[config.mk]
export PLATFORM = sky130hd
export DESIGN_NAME = rt_rename_table
export DESIGN_NICKNAME = d
export VERILOG_FILES = /design/src/rtl/rt_pkg.sv /design/src/rtl/rt_table.sv /design/src/rtl/rt_src_lookup.sv /design/src/rtl/rt_free_cnt.sv /design/src/rtl/rt_rename_table.sv
export SDC_FILE = /design/constraint.sdc
export NUM_CORES = 1
export LEC_CHECK = 0
export BUFFER_PORTS_ARGS = -buffer_cell sky130_fd_sc_hd__buf_4
export CAP_MARGIN = 30
export CELL_PAD_IN_SITES_DETAIL_PLACEMENT = 0
export CELL_PAD_IN_SITES_GLOBAL_PLACEMENT = 1
export CORE_MARGIN = 3
export CORE_UTILIZATION = 47
export CTS_CLUSTER_DIAMETER = 150
export DETAILED_ROUTE_END_ITERATION = 8
export GPL_TIMING_DRIVEN = 0
export PLACE_DENSITY_LB_ADDON = 0.1
export RECOVER_POWER = 100
export SLEW_MARGIN = 20
export SYNTH_ARGS = -nofsm -noshare
export SYNTH_HDL_FRONTEND = slang
export SYNTH_SLANG_ARGS = --single-unit
[constraint.sdc]
create_clock -name clk -period 5.17 [get_ports clk]
set_input_delay 0.517 -clock clk [delete_from_list [all_inputs] [get_ports clk]]
set_output_delay 0.517 -clock clk [all_outputs]
set_load 0.005 [all_outputs]
[src/rtl/rt_pkg.sv]
package rt_pkg;
    localparam int RT_TAG_W = 8;

    typedef logic [RT_TAG_W-1:0] rt_tag_t;

    typedef struct packed {
        logic    valid;   // an in-flight producer exists
        logic    ready;   // its result has been broadcast
        rt_tag_t tag;     // producer sequence tag
    } rt_entry_t;

    // a source may read now: no producer, result done, or broadcast this cycle
    function automatic logic rt_can_read(rt_entry_t e, logic wb_v, rt_tag_t wb_t);
        return !e.valid || e.ready || (wb_v && (wb_t == e.tag));
    endfunction
endpackage

[src/rtl/rt_table.sv]
module rt_table
    import rt_pkg::*;
#(
    parameter int NUM_ARCH = 16,
    parameter int IDX_W    = $clog2(NUM_ARCH)
) (
    input  logic                         clk,
    input  logic                         rst_n,
    input  logic                         squash,
    input  logic [NUM_ARCH-1:0]          restore_valid,
    input  logic [NUM_ARCH-1:0]          restore_ready,
    input  logic [NUM_ARCH*RT_TAG_W-1:0] restore_tag,
    input  logic                         wb_valid,
    input  rt_tag_t                      wb_tag,
    input  logic                         wr_en,
    input  logic [IDX_W-1:0]             wr_idx,
    input  rt_tag_t                      wr_tag,
    output rt_entry_t [NUM_ARCH-1:0]     ent_q
);
    typedef struct packed {
        rt_entry_t [NUM_ARCH-1:0] ent;
    } tbl_st_t;

    tbl_st_t st_d, st_q;

    always_comb begin
        st_d = st_q;
        for (int i = 0; i < NUM_ARCH; i++) begin
            if (squash) begin
                st_d.ent[i].valid = restore_valid[i];
                st_d.ent[i].ready = restore_ready[i];
                st_d.ent[i].tag   = restore_tag[i*RT_TAG_W +: RT_TAG_W];
            end else begin
                if (wb_valid && st_q.ent[i].valid && (st_q.ent[i].tag == wb_tag))
                    st_d.ent[i].ready = 1'b1;
                // an install overrides a same-cycle broadcast
                if (wr_en && (wr_idx == IDX_W'(i))) begin
                    st_d.ent[i].valid = 1'b1;
                    st_d.ent[i].ready = 1'b0;
                    st_d.ent[i].tag   = wr_tag;
                end
            end
        end
    end

    always_ff @(posedge clk) begin
        if (!rst_n) st_q <= '0;
        else        st_q <= st_d;
    end

    assign ent_q = st_q.ent;
endmodule

[src/rtl/rt_src_lookup.sv]
module rt_src_lookup
    import rt_pkg::*;
#(
    parameter int NUM_ARCH = 16,
    parameter int IDX_W    = $clog2(NUM_ARCH)
) (
    input  rt_entry_t [NUM_ARCH-1:0] tbl,
    input  logic                     src_en,
    input  logic [IDX_W-1:0]         src_idx,
    input  logic                     wb_valid,
    input  rt_tag_t                  wb_tag,
    output logic                     rdy,
    output rt_tag_t                  tag
);
    rt_entry_t ent;

    always_comb begin
        ent = tbl[src_idx];
        rdy = !src_en || rt_can_read(ent, wb_valid, wb_tag);
        tag = ent.tag;
    end
endmodule

[src/rtl/rt_free_cnt.sv]
module rt_free_cnt #(
    parameter int NUM_PHYS = 8,
    parameter int CNT_W    = $clog2(NUM_PHYS + 1)
) (
    input  logic             clk,
    input  logic             rst_n,
    input  logic             take,
    input  logic             add_valid,
    input  logic [CNT_W-1:0] add_num,
    output logic [CNT_W-1:0] cnt_q
);
    localparam int SUM_W = CNT_W + 2;

    typedef struct packed {
        logic [CNT_W-1:0] cnt;
    } cnt_st_t;

    cnt_st_t          st_d, st_q;
    logic [SUM_W-1:0] sum;

    always_comb begin
        st_d = st_q;
        sum  = SUM_W'(st_q.cnt) + (add_valid ? SUM_W'(add_num) : '0) - SUM_W'(take);
        if (sum > SUM_W'(NUM_PHYS)) st_d.cnt = CNT_W'(NUM_PHYS);
        else                        st_d.cnt = sum[CNT_W-1:0];
    end

    always_ff @(posedge clk) begin
        if (!rst_n) st_q.cnt <= CNT_W'(NUM_PHYS);
        else        st_q     <= st_d;
    end

    assign cnt_q = st_q.cnt;
endmodule

[src/rtl/rt_rename_table.sv]
module rt_rename_table
    import rt_pkg::*;
#(
    parameter int NUM_ARCH = 16,
    parameter int NUM_SRC  = 2,
    parameter int NUM_PHYS = 8,
    parameter int IDX_W    = $clog2(NUM_ARCH),
    parameter int CNT_W    = $clog2(NUM_PHYS + 1)
) (
    input  logic                         clk,
    input  logic                         rst_n,
    input  logic                         ren_valid,
    output logic                         ren_ready,
    input  logic [RT_TAG_W-1:0]          ren_tag,
    input  logic [NUM_SRC-1:0]           ren_src_en,
    input  logic [NUM_SRC*IDX_W-1:0]     ren_src_idx,
    input  logic                         ren_dst_en,
    input  logic [IDX_W-1:0]             ren_dst_idx,
    output logic [NUM_SRC-1:0]           src_ready,
    output logic [NUM_SRC*RT_TAG_W-1:0]  src_tag,
    output logic                         issuable,
    output logic                         prev_valid,
    output logic                         prev_ready,
    output logic [RT_TAG_W-1:0]          prev_tag,
    input  logic                         wb_valid,
    input  logic [RT_TAG_W-1:0]          wb_tag,
    input  logic                         free_add_valid,
    input  logic [CNT_W-1:0]             free_add_num,
    output logic [CNT_W-1:0]             free_cnt,
    input  logic                         squash,
    input  logic [NUM_ARCH-1:0]          restore_valid,
    input  logic [NUM_ARCH-1:0]          restore_ready,
    input  logic [NUM_ARCH*RT_TAG_W-1:0] restore_tag
);
    rt_entry_t [NUM_ARCH-1:0] tbl_q;
    rt_entry_t                dst_ent;
    logic                     accept;
    logic                     install;

    assign ren_ready = !squash && (free_cnt != '0);
    assign accept    = ren_valid && ren_ready;
    assign install   = accept && ren_dst_en;

    rt_table #(.NUM_ARCH(NUM_ARCH), .IDX_W(IDX_W)) u_table (
        .clk           (clk),
        .rst_n         (rst_n),
        .squash        (squash),
        .restore_valid (restore_valid),
        .restore_ready (restore_ready),
        .restore_tag   (restore_tag),
        .wb_valid      (wb_valid),
        .wb_tag        (wb_tag),
        .wr_en         (install),
        .wr_idx        (ren_dst_idx),
        .wr_tag        (ren_tag),
        .ent_q         (tbl_q)
    );

    for (genvar s = 0; s < NUM_SRC; s++) begin : g_src
        rt_src_lookup #(.NUM_ARCH(NUM_ARCH), .IDX_W(IDX_W)) u_lookup (
            .tbl      (tbl_q),
            .src_en   (ren_src_en[s]),
            .src_idx  (ren_src_idx[s*IDX_W +: IDX_W]),
            .wb_valid (wb_valid),
            .wb_tag   (wb_tag),
            .rdy      (src_ready[s]),
            .tag      (src_tag[s*RT_TAG_W +: RT_TAG_W])
        );
    end

    assign issuable   = &src_ready;
    assign dst_ent    = tbl_q[ren_dst_idx];
    assign prev_valid = dst_ent.valid;
    assign prev_ready = dst_ent.ready;
    assign prev_tag   = dst_ent.tag;

    rt_free_cnt #(.NUM_PHYS(NUM_PHYS), .CNT_W(CNT_W)) u_free (
        .clk       (clk),
        .rst_n     (rst_n),
        .take      (install),
        .add_valid (free_add_valid),
        .add_num   (free_add_num),
        .cnt_q     (free_cnt)
    );
endmodule

==> out/metrics.cfg <==
[outcome]
outcome=complete, no violations

[grt]
first_global_vias=12036
gr-total-overflow=0
antenna_found_initial=0
grt_max_degree=17
grt_pass1_wl_um=83200
grt.total_usage_pct=40.9

[critical_path]
crit_arrival_ns=4.10
r2r-start=u_free.cnt_q[3]
cp-endpoint=issuable
reg2reg_slack_ns=1.89
cp-startpoint=ren_src_idx[1]
endpoint_kind=output port
path_class=primary input to output port
start_kind=primary input
crit_fanout=10
r2r_end=u_free.cnt_q[2]
required_ns=4.65
r2r_cells=14

[logic_synthesis]
yosysWarnings=0
synth_top_area_share_pct=26.8
yosysMostFrequentCell=dfxtp_1
syn_avg_cell_area_um2=9.87
synth_edf_count=0
synth_area_mm2=0.0123
synth_top_area_cell=dfxtp_1
yosys-top-cells-area=dfxtp_1 (27%), mux4_2 (21%), a21boi_0 (7.8%)
yosysUniqueCellTypes=45
ys_top_cells_by_count=dfxtp_1 (164), nand2_1 (139), a21boi_0 (128), a22oi_1 (128), mux4_2 (116)
ys_seq_area_share_pct=26.8
ys_ff_latch=164
synth_flop_cell=dfxtp_1
syn_inst=1243
synth-async-reset-ratio_pct=0
syn-num-nets=1453

[final_layout]
syn_to_final_growth_pct=22.0
fin_nets=1698
multi_input_area_mm2=0.00839
instances_no_fill=1831
regArea_mm2=0.00328
drive_above_1_share_pct=25.6
num-fill-cells=2391

[timing]
setup_viol=0
tightest_slew_ns=1.09
fmax_mhz=216
whs_ns=0.383
finalCriticalPeriod_ns=4.62
max_slew_margin_pct=27.3
tns_ns=0
fin_worst_skew_ns=0.0142
hold_violations=0
grt_setup_unrepaired=no
post-route-period-util_pct=89.4
final-max-slew-violation-count=0

[routing]
wl_per_cell_um=32.4
vias=12545
vias_per_cell=6.85
ant_nets=0
initialDrtViolationCount=1725
wirelength_um=59300
drc_errors=0
dr.pass1.iters=6

[placement]
portBuffers=212
placed_cells=1792
place_congestion=1.09
dpl.hpwl_um=46700

[clocking]
cts-buffers-inserted=17
postCtsSetupBuffers=0
htree_levels=4
clk_pin_slew_ns=0.08
ctsHoldBuffers=0
clock_sinks=164
clk_path_buf_depth=2
cts_tree=built
clock_latency_ns=0.45
cts_resized=0
clock_tree.root_cell=clkbuf_16

[pwr]
power.density_mw_per_mm2=261
p_leak_nw=5.54
vdd_drop_max_mv=0.190

[die]
core_mm2=0.0254
dieArea_mm2=0.0281
die_height_um=168
io_pins=235
initial_utilization_pct=48.3
die_w_um=168
std_cell_rows=58

[worst_hold_path]
hp-class=primary input to flop

[job]
drv_cap=0

==> worst min path at each step <==
stage,start,end,slack [ns],cells after the start
2_1_floorplan,u_table.ent_q[27],u_table.ent_q[27],0.48,2
3_3_place_gp,u_table.ent_q[70],u_table.ent_q[70],0.51,2
3_5_place_dp,u_table.ent_q[70],u_table.ent_q[70],0.52,2
4_1_cts,restore_tag[12],u_table.ent_q[14],0.38,3
5_1_grt,restore_tag[45],u_table.ent_q[55],0.39,3
6_report,restore_tag[113],u_table.ent_q[141],0.38,3
==> critical path, cell delays in order <==
cell and delay [ns]:
clkbuf_1 0.31, clkbuf_1 0.68, clkbuf_1 0.69, mux2i_1 0.22, mux2i_1 0.44, xor2_1 0.12
nor4_1 0.57, a41o_1 0.28, and2_0 0.14, buf_4 0.11
==> stage by stage <==
step	setup WS [ns]	util, %	total power [mW]	area (um^2)
after global placement	0.962	56.2	2.51	14300
after floorplan	2.02	-	2.07	12300
final	0.550	58.9	3.90	15000
after detailed placement	0.971	56.5	2.53	14400
after global routing	0.505	58.9	4.00	15000
after CTS	0.973	58.9	3.86	14900
==> cells by family after synthesis <==
logic type               after synthesis  share of synthesized area [%]
AO/OA/AOI/OAI                        329                           20.4
XOR/XNOR                             146                           10.4
adder cells (fa/ha/maj)                9                          0.979
buffers and inverters                145                           4.69
flip-flops                           164                           26.8
multiplexers                         156                           25.4
AND/OR/NAND/NOR                      294                           11.4
==> per-layer routing <==
layer,global-route usage (%),up-vias,share of wire [%]
met3,11.9,189,13
met5,0,-,0
met4,20.3,0,5.6
met2,60.7,992,43
met1,54.8,6181,38
li1,-,5183,-
==> layout by cell type (no fill, tap or decap), types with 7 or more instances in the layout <==
master / count
buf_4: 189
dfxtp_1: 164
nand2_1: 139
a22oi_1: 128
a21boi_0: 128
mux4_2: 116
clkbuf_1: 106
xnor2_1: 89
xor2_1: 57
nor2_1: 47
mux2i_1: 33
clkbuf_4: 26
a21oi_1: 23
nand2b_1: 22
nor3b_1: 20
nand4_1: 19
nor4_1: 18
o311a_1: 18
clkbuf_16: 17
inv_1: 16
buf_1: 15
a41oi_1: 14
buf_2: 13
nor3_1: 8
ha_1: 8
nor2b_1: 7
==> report_power, final <==
group          switching [mW]  internal, mW
clock network           0.630         0.731
logic                   0.520         0.507
registers               0.166          1.34
total                    1.32          2.58
==> area by class of cell <==
type	count	share of cell area [%]
Clock buffer	18	2.87
Inverter	16	0.401
Multi-Input combinational cell	934	56.1
Buffer	129	3.45
Tap cell	330	2.76
Clock inverter	13	1.12
Sequential cell	164	21.9
Timing Repair Buffer	226	11.4
Antenna cell	1	0.0167
==> sequential cells by signal (all words and copies together) (netlist names) <==
name / count
u_table.ent_q: 160
u_free.cnt_q: 4
Note: power is estimated with default switching activity, not from simulation.
